===== src/rtl/privchk_pkg.sv =====
package privchk_pkg;

  localparam int OP_W   = 3;
  localparam int PRIV_W = 2;

  localparam logic [OP_W-1:0] OP_WAIT     = 3'd0;
  localparam logic [OP_W-1:0] OP_SFENCE   = 3'd1;
  localparam logic [OP_W-1:0] OP_HFENCE_V = 3'd2;
  localparam logic [OP_W-1:0] OP_HFENCE_G = 3'd3;
  localparam logic [OP_W-1:0] OP_SEED_RO  = 3'd4;

  localparam logic [PRIV_W-1:0] PRIV_USER = 2'd0;
  localparam logic [PRIV_W-1:0] PRIV_SUP  = 2'd1;

  typedef enum logic [1:0] {
    VERD_EXEC    = 2'd0,
    VERD_ILLEGAL = 2'd1,
    VERD_VIRT    = 2'd2
  } verdict_e;

  typedef struct packed {
    logic haltStb;
    logic flushStb;
    logic illegalStb;
    logic virtStb;
  } ctrlStrobes_t;

endpackage


===== src/rtl/privchk_ctrl.sv =====
module privchk_ctrl
  import privchk_pkg::*;
(
  input  logic              clk,
  input  logic              rstN,
  input  logic              reqValid,
  input  logic [OP_W-1:0]   reqOp,
  input  logic [PRIV_W-1:0] curPriv,
  input  logic              virtMode,
  input  logic              hasSup,
  input  logic              hasHyp,
  input  logic              statTw,
  input  logic              statTvm,
  input  logic              statVtw,
  input  logic              statVtvm,
  output ctrlStrobes_t      strobes
);

  logic inUser, inSup, inMach;
  verdict_e waitVerd, sfenceVerd, hvaVerd, hgpaVerd, verdict;
  logic isFenceOp;

  // the top privilege bit alone marks machine mode (codes 2 and 3)
  assign inMach = curPriv[PRIV_W-1];
  assign inSup  = (curPriv == PRIV_SUP);
  assign inUser = (curPriv == PRIV_USER);

  // wait-for-interrupt: the illegal checks come before the virtual check
  always_comb begin
    waitVerd = VERD_EXEC;
    if ((inSup && statTw) ||
        (inUser && !hasSup && statTw) ||
        (inUser && hasSup && !virtMode)) begin
      waitVerd = VERD_ILLEGAL;
    end else if (virtMode && (inUser || (inSup && statVtw))) begin
      waitVerd = VERD_VIRT;
    end
  end

  // supervisor address-translation fence
  always_comb begin
    sfenceVerd = VERD_EXEC;
    if (inUser || (inSup && statTvm)) begin
      sfenceVerd = VERD_ILLEGAL;
    end else if (hasHyp && virtMode && statVtvm) begin
      sfenceVerd = VERD_VIRT;
    end
  end

  // hypervisor virtual-address fence
  always_comb begin
    if (inSup && virtMode) begin
      hvaVerd = VERD_VIRT;
    end else if (inMach || inSup) begin
      hvaVerd = VERD_EXEC;
    end else begin
      hvaVerd = VERD_ILLEGAL;
    end
  end

  // the guest-physical fence adds one illegal case and otherwise defers
  always_comb begin
    if (inSup && !virtMode && statTvm) begin
      hgpaVerd = VERD_ILLEGAL;
    end else begin
      hgpaVerd = hvaVerd;
    end
  end

  always_comb begin
    unique case (reqOp)
      OP_WAIT:     verdict = waitVerd;
      OP_SFENCE:   verdict = sfenceVerd;
      OP_HFENCE_V: verdict = hvaVerd;
      OP_HFENCE_G: verdict = hgpaVerd;
      default:     verdict = VERD_ILLEGAL;
    endcase
  end

  assign isFenceOp = (reqOp == OP_SFENCE) || (reqOp == OP_HFENCE_V) ||
                     (reqOp == OP_HFENCE_G);

  always_comb begin
    strobes = '0;
    if (reqValid) begin
      strobes.haltStb    = (verdict == VERD_EXEC) && (reqOp == OP_WAIT);
      strobes.flushStb   = (verdict == VERD_EXEC) && isFenceOp;
      strobes.illegalStb = (verdict == VERD_ILLEGAL);
      strobes.virtStb    = (verdict == VERD_VIRT);
    end
  end


  seed_always_illegal_chk: assert property (@(posedge clk) disable iff (!rstN)
    (reqValid && reqOp == OP_SEED_RO) |-> (strobes.illegalStb && !strobes.haltStb));


  mach_wait_halts_chk: assert property (@(posedge clk) disable iff (!rstN)
    (reqValid && reqOp == OP_WAIT && curPriv[PRIV_W-1]) |-> strobes.haltStb);


  virt_sup_hva_chk: assert property (@(posedge clk) disable iff (!rstN)
    (reqValid && reqOp == OP_HFENCE_V && curPriv == PRIV_SUP && virtMode) |-> strobes.virtStb);


  user_sfence_illegal_chk: assert property (@(posedge clk) disable iff (!rstN)
    (reqValid && reqOp == OP_SFENCE && curPriv == PRIV_USER) |-> strobes.illegalStb);

endmodule


===== src/rtl/privchk_dp.sv =====
module privchk_dp
  import privchk_pkg::*;
#(
  parameter int CAUSE_W       = 5,
  parameter int CAUSE_ILLEGAL = 2,
  parameter int CAUSE_VIRT    = 22
) (
  input  logic               clk,
  input  logic               rstN,
  input  logic               reqValid,
  input  ctrlStrobes_t       strobes,
  output logic               doHalt,
  output logic               doFlush,
  output logic               raiseExc,
  output logic [CAUSE_W-1:0] excCause
);

  localparam logic [CAUSE_W-1:0] CodeIllegal = CAUSE_W'(CAUSE_ILLEGAL);
  localparam logic [CAUSE_W-1:0] CodeVirt    = CAUSE_W'(CAUSE_VIRT);

  assign doHalt   = strobes.haltStb;
  assign doFlush  = strobes.flushStb;
  assign raiseExc = strobes.illegalStb | strobes.virtStb;

  // illegal takes priority should both strobes ever rise together
  always_comb begin
    if (strobes.illegalStb) begin
      excCause = CodeIllegal;
    end else if (strobes.virtStb) begin
      excCause = CodeVirt;
    end else begin
      excCause = '0;
    end
  end


  idle_quiet_chk: assert property (@(posedge clk) disable iff (!rstN)
    !reqValid |-> (!doHalt && !doFlush && !raiseExc && excCause == '0));


  one_outcome_chk: assert property (@(posedge clk) disable iff (!rstN)
    $countones({doHalt, doFlush, raiseExc}) <= 1);


  cause_legal_chk: assert property (@(posedge clk) disable iff (!rstN)
    raiseExc |-> (excCause == CodeIllegal || excCause == CodeVirt));


  cause_zero_chk: assert property (@(posedge clk) disable iff (!rstN)
    !raiseExc |-> (excCause == '0));

endmodule


===== src/rtl/privchk_top.sv =====
module privchk_top
  import privchk_pkg::*;
#(
  parameter int CAUSE_W       = 5,
  parameter int CAUSE_ILLEGAL = 2,
  parameter int CAUSE_VIRT    = 22
) (
  input  logic               clk,
  input  logic               rstN,
  input  logic               reqValid,
  input  logic [2:0]         reqOp,
  input  logic [1:0]         curPriv,
  input  logic               virtMode,
  input  logic               hasSup,
  input  logic               hasHyp,
  input  logic               statTw,
  input  logic               statTvm,
  input  logic               statVtw,
  input  logic               statVtvm,
  output logic               doHalt,
  output logic               doFlush,
  output logic               raiseExc,
  output logic [CAUSE_W-1:0] excCause
);

  ctrlStrobes_t strobes;

  privchk_ctrl i_ctrl (
    .clk      (clk),
    .rstN     (rstN),
    .reqValid (reqValid),
    .reqOp    (reqOp),
    .curPriv  (curPriv),
    .virtMode (virtMode),
    .hasSup   (hasSup),
    .hasHyp   (hasHyp),
    .statTw   (statTw),
    .statTvm  (statTvm),
    .statVtw  (statVtw),
    .statVtvm (statVtvm),
    .strobes  (strobes)
  );

  privchk_dp #(
    .CAUSE_W       (CAUSE_W),
    .CAUSE_ILLEGAL (CAUSE_ILLEGAL),
    .CAUSE_VIRT    (CAUSE_VIRT)
  ) i_dp (
    .clk      (clk),
    .rstN     (rstN),
    .reqValid (reqValid),
    .strobes  (strobes),
    .doHalt   (doHalt),
    .doFlush  (doFlush),
    .raiseExc (raiseExc),
    .excCause (excCause)
  );

endmodule


===== config.mk =====
export PLATFORM = sky130hd
export DESIGN_NAME = privchk_top
export DESIGN_NICKNAME = d
export VERILOG_FILES = /design/src/rtl/privchk_pkg.sv /design/src/rtl/privchk_ctrl.sv /design/src/rtl/privchk_dp.sv /design/src/rtl/privchk_top.sv
export SDC_FILE = /design/constraint.sdc
export NUM_CORES = 1
export LEC_CHECK = 0
export CORE_AREA = 2 2 39 41
export DETAILED_ROUTE_END_ITERATION = 16
export DIE_AREA = 0 0 41 43
export DONT_BUFFER_PORTS = 1
export GPL_TIMING_DRIVEN = 0
export PLACE_DENSITY = 0.3
export SYNTH_ARGS = -nofsm -noshare
export SYNTH_HDL_FRONTEND = slang
export SYNTH_SLANG_ARGS = --single-unit

===== constraint.sdc =====
create_clock -name vclk -period 1.6
set_input_delay 0.32 -clock vclk [all_inputs]
set_output_delay 0.32 -clock vclk [all_outputs]
set_load 0.05 [all_outputs]

# Word level (Yosys, flattened, before mapping)
# Cells that the tools add are included.
# op_classes
n_shift	0
eq_ne	6
bitwise	1
n_mux	11
addsub	0
div_mod_pow	0
mul	0
magnitude_cmp	0
reduce_logical	27
# ops
op	count
$logic_and 1x1->1	15
$mux 2	6
$mux 5	2
$pmux 2 s4	1
$logic_or 1x1->1	7
$eq 3x2->1 const B	2
$eq 2x1->1 const B	2
$logic_not 2->1	2
$mux 4	1
$eq 3x1->1 const B	1
$logic_not 3->1	1
$eq 2x2->1 const B	1
$logic_not 1->1	2
$mux 1	1
$or 1x1->1	1
# totals
in_bits	15
word_cells	45
romBits	0
out_inout_bits	8
latchBits	0
register_bits	0
ramBits	0
mem_count	0

# Longest topological paths before layout
# Gate-level depths: netlist (run 1).
# depth
depth_word	12
mapped_depth	5
mapped_depth_nobuf	4

# Hierarchy
# A second synthesis (run 1) with hierarchy kept.
# hier_totals
hier_cells	35
hier_area_um2	260.2
# modules_own_cells
module	area_per_inst_um2	n_inst	cells_per_inst	seq_area_each_um2
privchk_ctrl	196.4	1	26	0.0
privchk_dp	63.8	1	9	0.0

# Least setup slack after synthesis (run 1)
# Ideal clock, no wire load.
# synth_path
path_kind	input -> output
start	input port curPriv[0]
end	output port doHalt
slack_ns	-0.640
required_ns	1.280
arrival_ns	1.920
path_buffers	0
stages	4
cell_sequence	nand2b_1 > mux2i_1 > a211o_1 > nor4bb_2
# synth_between
elab_chain_len	10
elab_cells_between_ends	28
cone_classes	eq/ne: 1; mux: 8; reduce/logical: 19
# synth_lines
element	line_no	rtl
start: declaration	privchk_top.sv:12	input logic [1:0] curPriv,
$eq 2x1->1 or $logic_not 2->1 (tied branches)	privchk_ctrl.sv:25, privchk_ctrl.sv:26	
$logic_and 1x1->1, on equally long branches	privchk_ctrl.sv:35, privchk_ctrl.sv:32	
$logic_or 1x1->1 or $logic_and 1x1->1 (tied branches)	privchk_ctrl.sv:35, privchk_ctrl.sv:32	
$logic_and 1x1->1 or $logic_or 1x1->1 (tied branches)	privchk_ctrl.sv:35, privchk_ctrl.sv:31	
$mux 2 or $logic_or 1x1->1 (tied branches)	privchk_ctrl.sv:35, privchk_ctrl.sv:32	
$mux 2	privchk_ctrl.sv:31	if ((inSup && statTw) ||
$pmux 2 s4 *	privchk_ctrl.sv:71	unique case (reqOp)
$logic_not 2->1 *	privchk_ctrl.sv:86	strobes.haltStb = (verdict == VERD_EXEC) && (reqOp == OP_WAIT);
$logic_and 1x1->1 *	privchk_ctrl.sv:86	
$mux 4 *	privchk_ctrl.sv:85	if (reqValid) begin
end: declaration	privchk_top.sv:20	output logic doHalt,
# Mark *: on every way between the ends. The rest lies on a longest branch, timed or not.

# Worst setup path after layout (run 1)
# Same ends and word-level chain as after synthesis.

==> results.cfg, run 1 <==
[run_status]
outcome = finished, violations left
violations = negative setup slack

[placed_design]
dp_slack_ns = -0.379
dp_cells = 45
io_buffers = 0
place_area_um2 = 282
dp_hpwl_um = 504
routabilityCongestion = 0.701

[final_layout]
diodes = 0
syn_to_final_growth_pct = 50.6
final_area_um2 = 313
nets = 46
utilization_pct = 22.6
seq_cells = 0
fin_cells = 45
n_clock_buffer = 0
seqCellArea_um2 = 0
drive_above_1_share_pct = 48.3

[drt]
wirelength_um = 572
drt-initial-drc-count = 0
viasPerCell = 4.58
drtPass1Iterations = 1
drc = 0
drt-wirelength-per-cell_um = 12.7
num_vias = 206
drt.antenna.violating_nets = 0

[global_route]
grt_usage_pct = 7.20
grt_overflow_total = 0
grt_pass1_vias = 206
grt_pass1_wl_um = 952
antenna_found_initial = 0
grt_start_max_net_pins = 7

[timing]
hold_violations = 0
slew_headroom_pct = 51.2
whs_ns = 0.801
setup_viol = 6
fmax_mhz = 511
worst_pin_slew_ns = 0.731
period_share_pct = 122
fin_ws_ns = -0.356
period_needed_ns = 1.96
final_max_slew_viol_count = 0
tns_ns = -1.22
rsz0062_at_grt = yes

[hold_path]
worst_hold_path.endpoint = raiseExc
min_path_type = in -> out
holdPathStages = 1
hp-start = reqValid

[run]
drv_cap = 0

[floorplan]
core-area_um2 = 1380
dieHeight_um = 43
chipWidth_um = 41
start_util_pct = 15.0
row_count = 14
io-pin-count = 23
dieArea_um2 = 1760

[logic_synthesis]
yosysUniqueCellTypes = 20
synth.cell_area_um2 = 208
syn_area_per_cell_um2 = 7.42
yosys.area.top_type = buf_4
synth_top_area_share_pct = 14.5
synth_area_leaders = buf_4 14%, nand2b_1 9.0%, nor4bb_2 7.8%, nor4b_2 7.2%, o211ai_1 7.2%
yosysWarningCount = 0
yosysMostFrequentCell = buf_4
ys_seq_area_share_pct = 0
postSynthCellCount = 28
synth_top_cells_by_count = 4 x buf_4, 3 x nand2b_1, 2 x inv_1, 2 x nor2b_1, 2 x o211ai_1

[critical_path]
cp_data_arrival_time_ns = 1.64
worstPathCellList = nand2b_4, mux2i_1, a211o_2, nor4bb_4
critPathKind = in -> out
critPathRequiredTime_ns = 1.28
cp_slowest_cell = nor4bb_4
worstSetupEndpointType = output port
path_delay_family = simple AND/OR/NAND/NOR gates
setup.worst_path.start = curPriv[0]
crit_path_max_incr_delay_ns = 0.69
crit_fanout = 6
cp_num_buf_inv = 0
start_kind = primary input

[pwr]
peakVddDrop_mv = 0.0533
totalPowerFinal_uw = 90.6
leakage_nw = 0.127
power.density_nw_per_um2 = 290
## placed cells by master (no fill, tap or decap)
cell type / instances
a211o_2: 1
a21bo_1: 1
a221oi_2: 1
and2_4: 1
and4b_1: 1
buf_4: 2
buf_8: 2
conb_1: 2
inv_1: 2
mux2i_1: 1
nand2b_1: 2
nand2b_4: 1
nand3_2: 1
nand4b_1: 1
nor2_1: 1
nor2b_1: 1
nor2b_4: 1
nor3_4: 1
nor4b_4: 1
nor4bb_4: 1
o211ai_1: 2
o21a_4: 1
o21ai_0: 1
## power breakdown
| group | switching, mW | internal (mW) |
|---|---|---|
| Clock | 0 | 0 |
| Sequential | 0 | 0 |
| Combinational | 0.0544 | 0.0362 |
| Total | 0.0544 | 0.0362 |
## cells by family (layout without fill, tap and decap cells)
logic type | count (synthesis) | after routing | share of synthesized area, %
and+or+nand+nor | 13 | 13 | 48.8
AOI/OAI and AO/OA | 7 | 7 | 26.5
muxes | 1 | 1 | 4.82
buffers and inverters | 6 | 6 | 18.1
other | 1 | 2 | 1.81
## what timing repair did
action	4_1_cts	5_1_grt
resized for setup	0	7
buffers inserted	0	0
endpoints found under the setup margin	6	6
pin swaps	3	3
hold buffers	0	0
## area by class of cell
type | instances | area, um^2
inverters | 2 | 7.51
multi-input cells | 23 | 240
well taps | 16 | 20.0
fillers | 158 | 1070
plain buffers | 4 | 45.0
## metal layers
| layer | track usage, % | part of all wire, % | wire length, um | up-vias |
|---|---|---|---|---|
| li1 | - | - | - | 101 |
| met1 | 10.8 | 44 | 249 | 94 |
| met2 | 10.9 | 49 | 281 | 11 |
| met3 | 1.57 | 7.2 | 41 | 0 |
| met4 | 0 | 0 | 0 | 0 |
| met5 | 0 | 0 | 0 | - |
## worst max path at each step
stage | end | slack (ns) | cells after the start
after detailed placement | doFlush | -0.38 | 4
after CTS | doHalt | -0.36 | 4
final | doHalt | -0.36 | 4
after floorplan | doFlush | -0.32 | 4
after global routing | doHalt | -0.42 | 4
after global placement | doFlush | -0.38 | 4
Note: power is estimated with default switching activity, not from simulation.
==> run 2: changes to the inputs <==
--- a/config.mk
+++ b/config.mk
@@ -5,6 +5,7 @@
 export SDC_FILE = /design/constraint.sdc
 export NUM_CORES = 1
 export LEC_CHECK = 0
+export ABC_AREA = 1
 export CORE_AREA = 2 2 39 41
 export DETAILED_ROUTE_END_ITERATION = 16
 export DIE_AREA = 0 0 41 43
==> results.cfg, run 2 <==
[run_status]
outcome = finished, violations left
violations = negative setup slack

[critical_path]
setup.worst_path.start = reqOp[0]
worstSetupEndpointType = output port
cp_data_arrival_time_ns = 1.40
critPathKind = in -> out
critPathRequiredTime_ns = 1.28
endpoint = excCause[1]
start_kind = primary input
crit_fanout = 4

[placed_design]
io_buffers = 0
dp_hpwl_um = 562
routabilityCongestion = 0.669

[logic_synthesis]
yosysUniqueCellTypes = 12
postSynthCellCount = 55
synth.cell_area_um2 = 244
synth_top_cells_by_count = 18 x nand2_1, 11 x nor2_1, 9 x inv_1
synth-adder-area-share_pct = 0
yosysWarningCount = 0
synth_mux_area_share_pct = 0
synth_top_area_share_pct = 27.7
synth_top_family_by_area = simple AND/OR/NAND/NOR gates
yosys.area.top_type = nand2_1
synth-xor-area-share_pct = 0
syn_area_per_cell_um2 = 4.44
synth-compound-area-share_pct = 5.64
ys_seq_area_share_pct = 0
synth-simple-area-share_pct = 62.6
yosysMostFrequentCell = nand2_1
synth_area_leaders = nand2_1 28%, nor2_1 17%, inv_1 14%, buf_4 12%, nand3_1 10%

[pwr]
leakage_nw = 0.197
power.density_nw_per_um2 = 277
peakVddDrop_mv = 0.0508

[final_layout]
final_common_cell = nand2_1
n_clock_buffer = 0
final_cell_mix = 14 x nand2_1, 6 x inv_1, 6 x nor2_1, 5 x nor2_4, 5 x nand2_2
syn_to_final_growth_pct = 52.3
diodes = 0
nets = 75
drive_above_1_share_pct = 46.6
seq_cells = 0
utilization_pct = 26.9
seqCellArea_um2 = 0

[timing]
hold_violations = 0
tns_ns = -0.304
fin_ws_ns = -0.121
rsz0062_at_grt = yes
period_needed_ns = 1.72
period_share_pct = 108
final_max_slew_viol_count = 0
setup_viol = 4
fmax_mhz = 581

[drt]
drt.antenna.violating_nets = 0
viasPerCell = 4.14
drt-wirelength-per-cell_um = 8.46
num_vias = 306
drt-initial-drc-count = 0
wirelength_um = 626
drc = 0
drtPass1Iterations = 1

[global_route]
antenna_found_initial = 0
grt_overflow_total = 0
grt_pass1_wl_um = 1100
grt_pass1_vias = 284
grt_usage_pct = 8.19
grt_start_max_net_pins = 7

[floorplan]
dieHeight_um = 43
core-area_um2 = 1380
row_count = 14
chipWidth_um = 41
io-pin-count = 23
dieArea_um2 = 1760
start_util_pct = 17.6

[hold_path]
min_path_type = in -> out

[run]
drv_cap = 0

[clocking]
ctsHoldBuffers = 0
-- run 2: cell types whose count changed after synthesis, moves of 3 or more --
cell,delta
nand2_1,+18
inv_1,+7
nand2b_1,-3
nor2_1,+10
nand3_1,+4
-- run 2: per-stage QoR --
step	area [um^2]	worst slack (ns)	cells	total power, mW	hold WS, ns
after floorplan	288	-0.0872	56	0.0839	0.828
after global placement	308	-0.204	72	0.0914	0.851
after detailed placement	308	-0.206	72	0.0910	0.852
after CTS	332	-0.124	73	0.0963	0.860
after global routing	372	-0.217	74	0.113	0.790
final	372	-0.121	74	0.103	0.782
-- run 2: timing repair --
item | in CTS | in global routing
gates resized for setup | 6 | 8
pin swaps | 5 | 8
buffers inserted | 1 | 1
setup endpoints to repair | 4 | 5
-- run 2: layout make-up --
cell class                      count  area (um^2)
Inverter                           11         43.8
Fill cell                         172         1010
Tap cell                           16         20.0
Multi-Input combinational cell     41          255
Buffer                              4         37.5
Timing Repair Buffer                2         15.0
-- run 2: how the worst min path moves through the flow --
stage,from,endpoint,cells past startpoint
floorplan,reqOp[1],doHalt,3
global placement,reqOp[1],doHalt,3
detailed placement,reqOp[1],doHalt,3
CTS,reqOp[2],doFlush,3
global route,reqValid,doFlush,2
finish,reqValid,doFlush,2
-- run 2: kinds of logic (layout without fill, tap and decap cells) --
| kind of cell | Yosys count | count (layout) |
|---|---|---|
| buffers and inverters | 15 | 17 |
| other | 1 | 2 |
| and+or+nand+nor | 37 | 37 |
| AOI/OAI and AO/OA | 2 | 2 |
-- run 2: worst max-delay path: stages --
cell and delay (ns):
nor2_4 0.10, nand2_2 0.06, nor2_1 0.08, nand2_1 0.07
nand3_2 0.09, nand2_4 0.08, a21oi_4 0.39, buf_6 0.22
-- run 2: report_power, final --
group	internal, mW	total [mW]	switching (mW)	leakage (nW)
Sequential	0	0	0	0
Clock	0	0	0	0
Combinational	0.0320	0.103	0.0711	0.197
Total	0.0320	0.103	0.0711	0.197
-- run 2: layer usage --
layer,global-route usage [%],routed length [um],vias to the layer above
met3,1.05,66,0
met4,0,0,0
met5,0,0,-
met1,11.1,247,134
met2,14.1,312,12
li1,-,-,160
==> run 3: changes to the inputs <==
--- a/config.mk
+++ b/config.mk
@@ -6,12 +6,13 @@
 export NUM_CORES = 1
 export LEC_CHECK = 0
 export ABC_AREA = 1
+export ABC_CLOCK_PERIOD_IN_PS = 1600
 export CORE_AREA = 2 2 39 41
 export DETAILED_ROUTE_END_ITERATION = 16
 export DIE_AREA = 0 0 41 43
 export DONT_BUFFER_PORTS = 1
 export GPL_TIMING_DRIVEN = 0
-export PLACE_DENSITY = 0.3
+export SLEW_MARGIN = 15
 export SYNTH_ARGS = -nofsm -noshare
 export SYNTH_HDL_FRONTEND = slang
 export SYNTH_SLANG_ARGS = --single-unit
==> results.cfg, run 3 (synthesized netlist as in run 2, its figures left out) <==
[run_status]
outcome = finished, violations left
violations = negative setup slack

[run]
drv_cap = 0

[critical_path]
cp_num_buf_inv = 1
crit_path_max_incr_delay_ns = 0.39
cp_slowest_cell = a21oi_4
crit_fanout = 4
critPathRequiredTime_ns = 1.28
critPathKind = in -> out
path_delay_family = simple AND/OR/NAND/NOR gates
cp_data_arrival_time_ns = 1.39
worstSetupEndpointType = output port
start_kind = primary input
worstPathCellList = nor2_4, nand2_2, nor2_1, nand2_1, nand3_2, nand2_4, a21oi_4, buf_6

[global_route]
grt_pass1_wl_um = 917
grt_start_max_net_pins = 7
antenna_found_initial = 0
grt_pass1_vias = 231
grt.met3_usage_pct = 1.05
grt_overflow_total = 0
grt_use_met1_pct = 9.81
top_usage_layer = met2
use_met2_pct = 11.3
grt_usage_pct = 6.89

[timing]
whs_ns = 0.864
period_share_pct = 107
fmax_mhz = 585
fin_ws_ns = -0.110
period_needed_ns = 1.71
hold_violations = 0
tns_ns = -0.270
rsz0062_at_grt = yes
setup_viol = 4
final_max_slew_viol_count = 0

[hold_path]
min_path_type = in -> out
hp-start = reqOp[2]
worst_hold_path.endpoint = doFlush
holdPathStages = 3

[drt]
viasPerCell = 4.05
drc = 0
drtPass1Iterations = 2
wirelength_um = 644
drt.antenna.violating_nets = 0
drt-initial-drc-count = 2
num_vias = 300
drt-wirelength-per-cell_um = 8.70

[placed_design]
dp_slack_ns = -0.192
dp_hpwl_um = 546
place_area_um2 = 308
io_buffers = 0
dp_cells = 72
routabilityCongestion = 0.660

[clocking]
ctsHoldBuffers = 0

[floorplan]
core-area_um2 = 1380
io-pin-count = 23
dieArea_um2 = 1760
start_util_pct = 17.6
row_count = 14
dieHeight_um = 43
chipWidth_um = 41

[final_layout]
final_area_um2 = 358
drive_above_1_share_pct = 41.4
multi_input_area_um2 = 238
num-fill-cells = 167
utilization_pct = 25.9
syn_to_final_growth_pct = 46.7
final_cell_mix = 15 x nand2_1, 7 x inv_1, 7 x nor2_1
final_common_cell = nand2_1
n_clock_buffer = 0
seqCellArea_um2 = 0
seq_cells = 0
fin_cells = 74
diodes = 0
nets = 75

[pwr]
power.density_nw_per_um2 = 278
leakage_nw = 0.196
totalPowerFinal_uw = 99.5
peakVddDrop_mv = 0.102
-- run 3: routing by layer --
| layer | share of wire [%] | vias to the layer above |
|---|---|---|
| li1 | - | 162 |
| met1 | 41 | 121 |
| met2 | 44 | 17 |
| met3 | 16 | 0 |
| met4 | 0 | 0 |
| met5 | 0 | - |
-- run 3: how the worst max path moves through the flow --
stage               cells after the start  startpoint     endpoint
CTS                                     8    reqOp[0]  excCause[1]
floorplan                               9  curPriv[1]      doFlush
global route                            8    reqOp[0]  excCause[1]
finish                                  8    reqOp[0]  excCause[1]
detailed placement                      9    virtMode       doHalt
global placement                        9    virtMode      doFlush
-- run 3: layout make-up --
class,instances,share of cell area (%)
timing repair buffer,2,4.20
inverter,11,12.2
buffer,4,11.5
tap,16,5.59
multi-input combinational,41,66.4
-- run 3: repair_timing --
action                     4_1_cts  5_1_grt
gates cloned                     0        0
resized for setup                5        5
pin swaps                        5        5
setup endpoints to repair        4        5
buffers inserted                 1        1
-- run 3: where the power goes --
| group | leakage, nW | internal [mW] | switching (mW) |
|---|---|---|---|
| Clock | 0 | 0 | 0 |
| Combinational | 0.196 | 0.0306 | 0.0689 |
| Sequential | 0 | 0 | 0 |
| Total | 0.196 | 0.0306 | 0.0689 |
